`config.mk`:
```
export PLATFORM = sky130hd
export DESIGN_NAME = adc_pwr_ctl
export DESIGN_NICKNAME = d
export VERILOG_FILES = /design/src/rtl/adc_pwr_pkg.sv /design/src/rtl/adc_pwr_frame.sv /design/src/rtl/adc_pwr_wake.sv /design/src/rtl/adc_pwr_ctl.sv
export SDC_FILE = /design/constraint.sdc
export NUM_CORES = 1
export LEC_CHECK = 0
export ABC_AREA = 1
export ABC_CLOCK_PERIOD_IN_PS = 3300
export BUFFER_PORTS_ARGS = -buffer_cell sky130_fd_sc_hd__buf_2
export CAP_MARGIN = 20
export CORE_AREA = 4 4 72 58
export CTS_BUF_LIST = sky130_fd_sc_hd__clkbuf_8
export DETAILED_ROUTE_END_ITERATION = 10
export DIE_AREA = 0 0 76 62
export SLEW_MARGIN = 0
export SYNTH_ARGS = -nofsm -noshare
export SYNTH_HDL_FRONTEND = slang
export SYNTH_SLANG_ARGS = --single-unit
```
`constraint.sdc`:
```
create_clock -name clk -period 3.3 [get_ports clk]
set_clock_uncertainty 0.1 [all_clocks]
set_input_delay 0.165 -clock clk [delete_from_list [all_inputs] [get_ports clk]]
set_output_delay 0.165 -clock clk [all_outputs]
set_load 0.02 [all_outputs]
```
`src/rtl/adc_pwr_pkg.sv`:
```
package adc_pwr_pkg;

   typedef enum logic [2:0] {
      PS_OFF    = 3'd0,
      PS_ACTIVE = 3'd1,
      PS_AUTO   = 3'd2,
      PS_SOFT   = 3'd3,
      PS_WAKE   = 3'd4
   } pwr_state_t;

   function automatic int unsigned max2(input int unsigned a, input int unsigned b);
      return (a > b) ? a : b;
   endfunction

endpackage

```
`src/rtl/adc_pwr_frame.sv`:
```
// Frame position tracker: finds frame starts, the missing-sync edge in
// DSP mode and the end of an idle gap in microcontroller mode.
module adc_pwr_frame #(
   parameter int unsigned FRAME_LEN = 16,
   parameter int unsigned IDLE_CYC  = 8
) (
   input  logic clk,
   input  logic rst_n,
   input  logic cs_n,
   input  logic dsp,
   input  logic fsync,
   input  logic sclk_fall,
   output logic frame_start,
   output logic dsp_gap,
   output logic mcu_idle
);
   localparam int unsigned BW = $clog2(FRAME_LEN + 1);
   localparam int unsigned IW = $clog2(IDLE_CYC + 1);
   localparam logic [BW-1:0] POS_LAST = BW'(FRAME_LEN);
   localparam logic [BW-1:0] POS_WRAP = BW'(FRAME_LEN - 1);
   localparam logic [IW-1:0] IDLE_TOP = IW'(IDLE_CYC - 1);

   logic [BW-1:0] pos;
   logic [IW-1:0] idle_cnt;
   logic          at_rest;

   assign at_rest     = (pos == '0);
   assign frame_start = sclk_fall && (dsp ? fsync : at_rest);
   assign dsp_gap     = sclk_fall && dsp && !fsync && (pos == POS_LAST);
   assign mcu_idle    = !dsp && at_rest && !sclk_fall && (idle_cnt == IDLE_TOP);

   always_ff @(posedge clk or negedge rst_n) begin
      if (!rst_n) begin
         pos <= '0;
      end else if (cs_n) begin
         pos <= '0;
      end else if (sclk_fall) begin
         if (frame_start)
            pos <= BW'(1);
         else if (dsp) begin
            if (!at_rest && pos != POS_LAST)
               pos <= pos + BW'(1);
         end else if (pos == POS_WRAP)
            pos <= '0;
         else
            pos <= pos + BW'(1);
      end
   end

   always_ff @(posedge clk or negedge rst_n) begin
      if (!rst_n)
         idle_cnt <= '0;
      else if (cs_n || sclk_fall || !at_rest)
         idle_cnt <= '0;
      else if (idle_cnt != IDLE_TOP)
         idle_cnt <= idle_cnt + IW'(1);
   end

endmodule

```
`src/rtl/adc_pwr_wake.sv`:
```
// Recovery edge counter: loaded on entry to recovery, counts serial edges.
module adc_pwr_wake #(
   parameter int unsigned CW = 5
) (
   input  logic          clk,
   input  logic          rst_n,
   input  logic          load,
   input  logic [CW-1:0] load_val,
   input  logic          tick,
   output logic          expire
);
   logic [CW-1:0] left;

   assign expire = tick && !load && (left == CW'(1));

   always_ff @(posedge clk or negedge rst_n) begin
      if (!rst_n)
         left <= '0;
      else if (load)
         left <= load_val;
      else if (tick && left != '0)
         left <= left - CW'(1);
   end

endmodule

```
`src/rtl/adc_pwr_ctl.sv`:
```
module adc_pwr_ctl
   import adc_pwr_pkg::*;
#(
   parameter int unsigned FRAME_LEN       = 16,
   parameter int unsigned IDLE_CYC        = 8,
   parameter int unsigned SOFT_REC        = 16,
   parameter int unsigned AUTO_REC        = 1,
   parameter bit          CLKBUF_DSP_ONLY = 1'b1
) (
   input  logic       clk,
   input  logic       rst_n,
   input  logic       cs_n,
   input  logic       fsync,
   input  logic       sclk_fall,
   input  logic       cfg_wr,
   input  logic       cfg_swpd,
   input  logic       cfg_autoen,
   output logic       dsp_mode,
   output logic [2:0] pwr_state,
   output logic       comp_en,
   output logic       clkbuf_en,
   output logic       ref_en,
   output logic       ready,
   output logic       sdo_oe
);
   localparam int unsigned REC_MAX = max2(SOFT_REC, AUTO_REC);
   localparam int unsigned CW      = $clog2(REC_MAX + 1);

   if (FRAME_LEN < 2) begin : g_bad_frame
      $error("FRAME_LEN must be at least 2");
   end
   if (IDLE_CYC < 1) begin : g_bad_idle
      $error("IDLE_CYC must be at least 1");
   end
   if (SOFT_REC < 1 || AUTO_REC < 1) begin : g_bad_rec
      $error("recovery lengths must be at least 1");
   end

   pwr_state_t    st, st_nx;
   logic          mode_dsp;
   logic          pend_sw, pend_auto, act_auto;
   logic          frame_start, dsp_gap, mcu_idle;
   logic          tmr_load, tmr_expire, tmr_tick;
   logic [CW-1:0] tmr_val;
   logic          wake_evt, pd_state;

   adc_pwr_frame #(.FRAME_LEN(FRAME_LEN), .IDLE_CYC(IDLE_CYC)) u_frame (
      .clk         (clk),
      .rst_n       (rst_n),
      .cs_n        (cs_n),
      .dsp         (mode_dsp),
      .fsync       (fsync),
      .sclk_fall   (sclk_fall),
      .frame_start (frame_start),
      .dsp_gap     (dsp_gap),
      .mcu_idle    (mcu_idle)
   );

   assign tmr_tick = sclk_fall && (st == PS_WAKE);

   adc_pwr_wake #(.CW(CW)) u_wake (
      .clk      (clk),
      .rst_n    (rst_n),
      .load     (tmr_load),
      .load_val (tmr_val),
      .tick     (tmr_tick),
      .expire   (tmr_expire)
   );

   assign wake_evt = mode_dsp ? fsync : sclk_fall;

   always_comb begin
      st_nx    = st;
      tmr_load = 1'b0;
      tmr_val  = CW'(SOFT_REC);
      unique case (st)
         PS_OFF: begin
            st_nx    = PS_WAKE;
            tmr_load = 1'b1;
         end
         PS_ACTIVE: begin
            if (frame_start && pend_sw)
               st_nx = PS_SOFT;
            else if (act_auto && (dsp_gap || mcu_idle))
               st_nx = PS_AUTO;
         end
         PS_AUTO: begin
            if (wake_evt) begin
               if (frame_start && pend_sw)
                  st_nx = PS_SOFT;
               else begin
                  st_nx    = PS_WAKE;
                  tmr_load = 1'b1;
                  tmr_val  = CW'(AUTO_REC);
               end
            end
         end
         PS_SOFT: begin
            if (frame_start && !pend_sw) begin
               st_nx    = PS_WAKE;
               tmr_load = 1'b1;
            end
         end
         PS_WAKE: begin
            if (frame_start && pend_sw)
               st_nx = PS_SOFT;
            else if (tmr_expire)
               st_nx = PS_ACTIVE;
         end
         default: st_nx = PS_OFF;
      endcase
   end

   always_ff @(posedge clk or negedge rst_n) begin
      if (!rst_n) begin
         st        <= PS_OFF;
         mode_dsp  <= 1'b0;
         pend_sw   <= 1'b0;
         pend_auto <= 1'b0;
         act_auto  <= 1'b0;
      end else if (cs_n) begin
         st        <= PS_OFF;
         pend_sw   <= 1'b0;
         pend_auto <= 1'b0;
         act_auto  <= 1'b0;
      end else begin
         st <= st_nx;
         if (st == PS_OFF)
            mode_dsp <= !fsync;
         if (cfg_wr) begin
            pend_sw   <= cfg_swpd;
            pend_auto <= cfg_autoen;
         end
         if (frame_start)
            act_auto <= pend_auto;
      end
   end

   assign pd_state  = (st == PS_AUTO) || (st == PS_SOFT);
   assign dsp_mode  = mode_dsp;
   assign pwr_state = st;
   assign comp_en   = (st == PS_ACTIVE) || (st == PS_WAKE);
   assign ref_en    = (st == PS_ACTIVE) || (st == PS_WAKE) || (st == PS_AUTO);
   assign ready     = (st == PS_ACTIVE);
   assign sdo_oe    = (st != PS_OFF);

   if (CLKBUF_DSP_ONLY) begin : g_clkbuf_dsp
      assign clkbuf_en = (st != PS_OFF) && !(pd_state && mode_dsp);
   end else begin : g_clkbuf_all
      assign clkbuf_en = (st != PS_OFF) && !pd_state;
   end

endmodule

```
[After elaboration in Yosys (flattened, before gate mapping)]
Cells that the tools add are included.
Operators by class
  reductions and logical operators: 42
  $add $sub $neg: 3
  eq/ne operators: 15
  bitwise gates (word level): 1
  muxes and demuxes: 34
Operators with widths (number)
  $mux W5: 11
  $mux W3: 8
  $logic_and A1 B1 Y1: 17
  $pmux W3 S5: 1
  $mux W1: 11
  $reduce_bool A2 Y1: 5
  $mux W4: 2
  $ne A4 B2 Y1 const B: 2
  $ne A4 B3 Y1 const B: 2
  $logic_not A1 Y1: 7
  $eq A3 B2 Y1 const B: 2
  $logic_or A1 B1 Y1: 6
  $ne A3 B3 Y1 const B: 2
  $add A5 B1 Y5 const B: 1
  $eq A5 B1 Y1 const B: 1
  $eq A5 B4 Y1 const B: 1
  $eq A5 B5 Y1 const B: 1
  $logic_not A5 Y1: 1
  $ne A5 B5 Y1 const B: 1
  $reduce_bool A5 Y1: 1
  $sub A5 B1 Y5 const B: 1
  $add A4 B1 Y4 const B: 1
  $eq A4 B3 Y1 const B: 1
  $reduce_and A2 Y1: 2
  other kinds (7): 7
Word-level totals
  word-level logic and storage cells: 103
  output and inout bits: 9
  input bits: 8
  flip-flop bits (word level): 21

[Logic depth before layout (Yosys ltp)]
  depth in word-level cells: 14
  mapped depth: 11
  depth with buffers taken out: 11

[Hierarchy]
Synthesis repeated with hierarchy kept, for this count alone.
Unflattened totals
  cells, all modules: 213
  area total of the unflattened synthesis: 1502.7 sq um
Modules (own cells, without submodules)
  adc_pwr_frame: cells an instance 78, instances 1, area each 611.8 sq um, seq. area each 225.2 sq um
  adc_pwr_ctl: cells an instance 80, instances 1, area each 529.3 sq um, seq. area each 175.2 sq um
  adc_pwr_wake: cells an instance 55, instances 1, area each 361.6 sq um, seq. area each 125.1 sq um

[Worst setup path after synthesis]
No wires, ideal clock.
  path type: register to register
  from: register st[0] (netlist: pwr_state[0])
  to: register st[2] (netlist: pwr_state[2])
  cell stages (with the launch flop): 8
  path slack: 1.632 ns
  buffers on the path: 0
  arrival time: 1.451 ns
  path through: dfrtp_1 -> inv_1 -> nor3_2 -> nand2_2 -> nor2_4 -> nor2_4 -> nand3_1 -> nand2_1
On the way
  elaborated cells between the ends (all ways): 17
RTL lines
  start, declared: RTL line adc_pwr_ctl.sv:39  | pwr_state_t st, st_nx;
  start signal, assigned: RTL line adc_pwr_ctl.sv:127  | st <= st_nx;
  $eq A3 B1 Y1 *
  named net ready: RTL line adc_pwr_ctl.sv:23  | output logic ready,
  $ne A4 B2 Y1 (no source line) or $pmux W3 S5 (tied branches)
  $reduce_and A4 Y1 (no source line) or $mux W3 (tied branches)
Mark *: on every way through the listed nets, which the timed path passes. The rest lies on a longest branch.
A chain may end at the register's enable or synchronous reset.

[Worst setup path after layout]
  from: register st[2] (netlist: pwr_state[2])
  to: output ref_en
On the way
  word-level cells in the longest chain between the ends: 3
  elaborated cells between the ends (all ways): 5
Ends and longest elaborated chain
  $eq A3 B1 Y1 or $eq A3 B3 Y1 (tied branches): RTL line adc_pwr_ctl.sv:143  | assign ref_en = (st == PS_ACTIVE) || (st == PS_WAKE) || (st == PS_AUTO);
  $logic_or A1 B1 Y1: RTL line adc_pwr_ctl.sv:143
  $logic_or A1 B1 Y1 *: RTL line adc_pwr_ctl.sv:143
  end, declared: RTL line adc_pwr_ctl.sv:22  | output logic ref_en,
Mark *: on every way between the ends. The rest lies on a longest branch, timed or not.

==> tab_implementation.tex <==
\begin{tabular}{lr}
\hline
Metric & Value \\
\hline
\multicolumn{2}{l}{\textbf{Setup path}} \\
\quad Slowest cell delay on critical path & around 0.43 ns \\
\quad Critical Path Slowest Stage Cell & dfrtp\_1 \\
\quad Nature of the critical path startpoint & flip-flop \\
\quad Cell seen most often among critical-path stages & inv\_1 \\
\quad Critical path arrival & roughly 1.6 ns \\
\quad Sequence of cells on the critical path & inv\_1 > nand2\_1 > nor2\_1 > inv\_1 > nand3\_1 > buf\_2 \\
\quad Crit-path max FO & 5 \\
\quad Startpoint-to-endpoint class of the critical path & flip-flop to primary output \\
\quad Critical path required time & $\sim$3 ns \\
\quad Category of the worst setup path capture point & primary output \\
\multicolumn{2}{l}{\textbf{Die}} \\
\quad Vert. Die Dim & roughly 62 um \\
\quad Floorplan row count & 19 \\
\quad Area inside the core boundary & 3490 um\^{}2 \\
\quad Total I/O pin count & 17 \\
\quad Starting utilization of the core area & 0.431 \\
\quad Horiz. Die Dim & roughly 76 um \\
\quad Die area & approximately 4700 um\^{}2 \\
\multicolumn{2}{l}{\textbf{Timing}} \\
\quad Number of hold violations in the final report & 0 \\
\quad Fmax achieved & roughly 530 MHz \\
\quad Transition time at the pin with the least slew margin & about 0.5 ns \\
\quad Worst slew margin relative to its limit & 0.666 \\
\quad Setup\_tns & 0 ns \\
\quad Fin crit period & approximately 1.9 ns \\
\quad Worst Slack Setup Final & 1.42 ns \\
\quad Final worst-path cycle share & 0.571 \\
\quad Unrepaired setup endpoints after global routing & no \\
\quad Finish-stage setup viols & 0 \\
\quad Fin. max-slew vios & 0 \\
\multicolumn{2}{l}{\textbf{Yosys}} \\
\quad Post-synthesis area per instance & between 7 and 8 um\^{}2 \\
\quad Mapped Area & between 1500 and 2000 um\^{}2 \\
\quad Library cells used by synthesis & 35 \\
\quad Post-synth top area share & 0.349 \\
\quad Synthesis Warnings & 0 \\
\quad Post-synthesis cell type with the largest combined area & dfrtp\_1 \\
\quad Net count after synthesis & around 200 \\
\quad Cell count after synthesis & between 150 and 200 \\
\quad Leading cell types by total area after synthesis & dfrtp\_1, nand2\_1, inv\_1 \\
\quad Fraction of the yosys area taken by sequential cells & 0.349 \\
\quad Register bit total from synthesis & 21 \\
\multicolumn{2}{l}{\textbf{Detailed routing}} \\
\quad Number of vias per cell after detailed routing & 5.24 \\
\quad Via count & about 1300 \\
\quad DRT antenna net count & 0 \\
\quad First drt pass iteration count & 4 \\
\quad DRC violation count after routing & 0 \\
\quad Total wire length after detailed routing & approximately 3.3 mm \\
\quad Drt wl/cell & between 10 and 15 um \\
\quad DRC violation total after the first TritonRoute iteration & approximately 110 \\
\multicolumn{2}{l}{\textbf{Power}} \\
\quad Leakage component of the power & between 0.8 and 0.9 nW \\
\quad Power density normalized to cell area & 796 nW/um\^{}2 \\
\quad Maximum vdd ir drop & approximately 0.00033 V \\
\multicolumn{2}{l}{\textbf{Min path}} \\
\quad Hold Crit Class & input port to flip-flop \\
\multicolumn{2}{l}{\textbf{Run status}} \\
\quad Run status & complete, no violations \\
\multicolumn{2}{l}{\textbf{Layout}} \\
\quad Net count reported at finish & roughly 220 \\
\quad Most common cell after layout, fill and taps aside & nand2\_1 \\
\quad Final standard cell utilization of the core & 0.481 \\
\quad Area growth, synth to finish & 11.7\% \\
\quad Final non-filler cell area & around 1700 um\^{}2 \\
\quad Ratio of cells with drive above 1 in the final layout & 0.239 \\
\quad Commonest non-fill, non-tap cells in the layout & nand2\_1, inv\_1, dfrtp\_1 \\
\quad Antenna diode count & 0 \\
\quad Fill cell instance count of the final layout & between 300 and 400 \\
\multicolumn{2}{l}{\textbf{Global route}} \\
\quad Global-route wire length before repair & 5.73 mm \\
\quad Antenna violations before repair & 0 \\
\quad Pin count of the biggest net entering global routing & 22 \\
\quad Combined global-route utilization of all metal layers & 0.151 \\
\quad Total global routing overflow & 0 \\
\quad Vias in the first global route & about 1200 \\
\multicolumn{2}{l}{\textbf{CTS}} \\
\quad Clock latency of the later-clocked register in the worst-skew pair & about 0.26 ns \\
\quad Clock transition at the register clock pins on the worst setup and hold paths after CTS & about 0.080 ns \\
\quad Clock buffer count from CTS & 3 \\
\quad Count of clock tree sinks & 21 \\
\quad Largest buffer count on any clock path & 2 \\
\quad TritonCTS clock tree & yes \\
\quad H-tree levels & 1 \\
\quad Number of gates resized after CTS & 0 \\
\quad CTS Root Buffer Type & clkbuf\_8 \\
\multicolumn{2}{l}{\textbf{Placement}} \\
\quad HPWL after detailed placement & approximately 2.6 mm \\
\quad Placer congestion estimate & 0.908 \\
\quad Dpl ws & 1.56 ns \\
\quad Placed inst area & around 1600 um\^{}2 \\
\quad IO buf count & 16 \\
\multicolumn{2}{l}{\textbf{Job}} \\
\quad Number of maximum-capacitance violations & 0 \\
\hline
\end{tabular}
-- synthesized netlist by cell type (all sizes together) --
cell / n
a211oi: 2
a21oi: 6
a31oi: 1
and3: 1
buf: 2
dfrtp: 21
ha: 6
inv: 30
nand2: 35
nand3: 23
nand3b: 1
nand4: 6
nor2: 25
nor3: 3
nor4: 1
o21a: 1
o21ai: 16
o22ai: 1
o31ai: 1
or2: 2
xnor2: 1
xor2: 5
-- sequential cells by signal, indices dropped and copies added, names as in the netlist --
signal and count:
act_auto 1, dsp_mode 1, pend_auto 1, pend_sw 1, pwr_state 3, u_frame.idle_cnt 4, u_frame.pos 5, u_wake.left 5
-- layer usage --
layer | track usage | up-vias | wire [um]
li1 | - | 659 | -
met5 | 0 | - | 0
met2 | 0.237 | 27 | 1410
met3 | 0.0432 | 2 | 191
met4 | 0.0305 | 0 | 18
met1 | 0.210 | 628 | 1650
-- kinds of logic after synthesis --
group / share of synthesized area
simple gates: 0.379
flops: 0.349
compound gates: 0.104
buf+inv: 0.0831
xor+xnor: 0.0349
fa+ha+maj: 0.0499
-- worst max-delay path, delay by kind of cell, from the launching register on --
| family | cells | cell delay, ns |
|---|---|---|
| buffers and inverters | 3 | 0.40 |
| DFF | 1 | 0.43 |
| and+or+nand+nor | 3 | 0.54 |
-- metrics by stage --
| step | instances | hold WS, ns | total power, mW |
|---|---|---|---|
| 2_1_floorplan | 190 | -0.231 | 0.985 |
| 3_3_place_gp | 246 | 0.0522 | 1.15 |
| 3_5_place_dp | 246 | 0.0624 | 1.17 |
| 4_1_cts | 251 | 0.0479 | 1.35 |
| 5_1_grt | 251 | 0.0613 | 1.46 |
| 6_report | 251 | 0.0476 | 1.34 |
-- power by group --
part           leakage (nW)  internal (mW)  switching (mW)
Clock                0.0255         0.0842          0.0876
Combinational         0.506          0.267           0.488
Sequential            0.279          0.324          0.0887
Total                 0.811          0.675           0.664
-- cell type report --
class,count,area [um^2],share of cell area
multi-input cells,137,855,0.508
flip-flops and latches,21,526,0.313
inverters,30,113,0.0670
repair buffers,17,90.1,0.0536
well taps,42,52.6,0.0313
clock buffers,3,41.3,0.0246
clock inverters,1,5.00,0.00298
-- path summary, 6_finish.rpt --
check	start	endpoint	slack, ns	depth (start not counted)
worst max-delay path	pwr_state[2]	ref_en	1.42	6
worst min-delay path	cfg_swpd	pend_sw	0.05	3
worst max register to register	u_frame.pos[0]	u_wake.left[4]	1.55	8
worst min register to register	pend_auto	act_auto	0.42	2
max in group asynchronous	rst_n	act_auto	2.45	2
min in group asynchronous	rst_n	u_wake.left[4]	0.30	2
-- repair_timing --
| item | in CTS | in global routing |
|---|---|---|
| setup buffers | 0 | 0 |
| hold endpoints to repair | 21 | 0 |
| hold buffers | 1 | 0 |
Power figures use the tool's default switching activity.
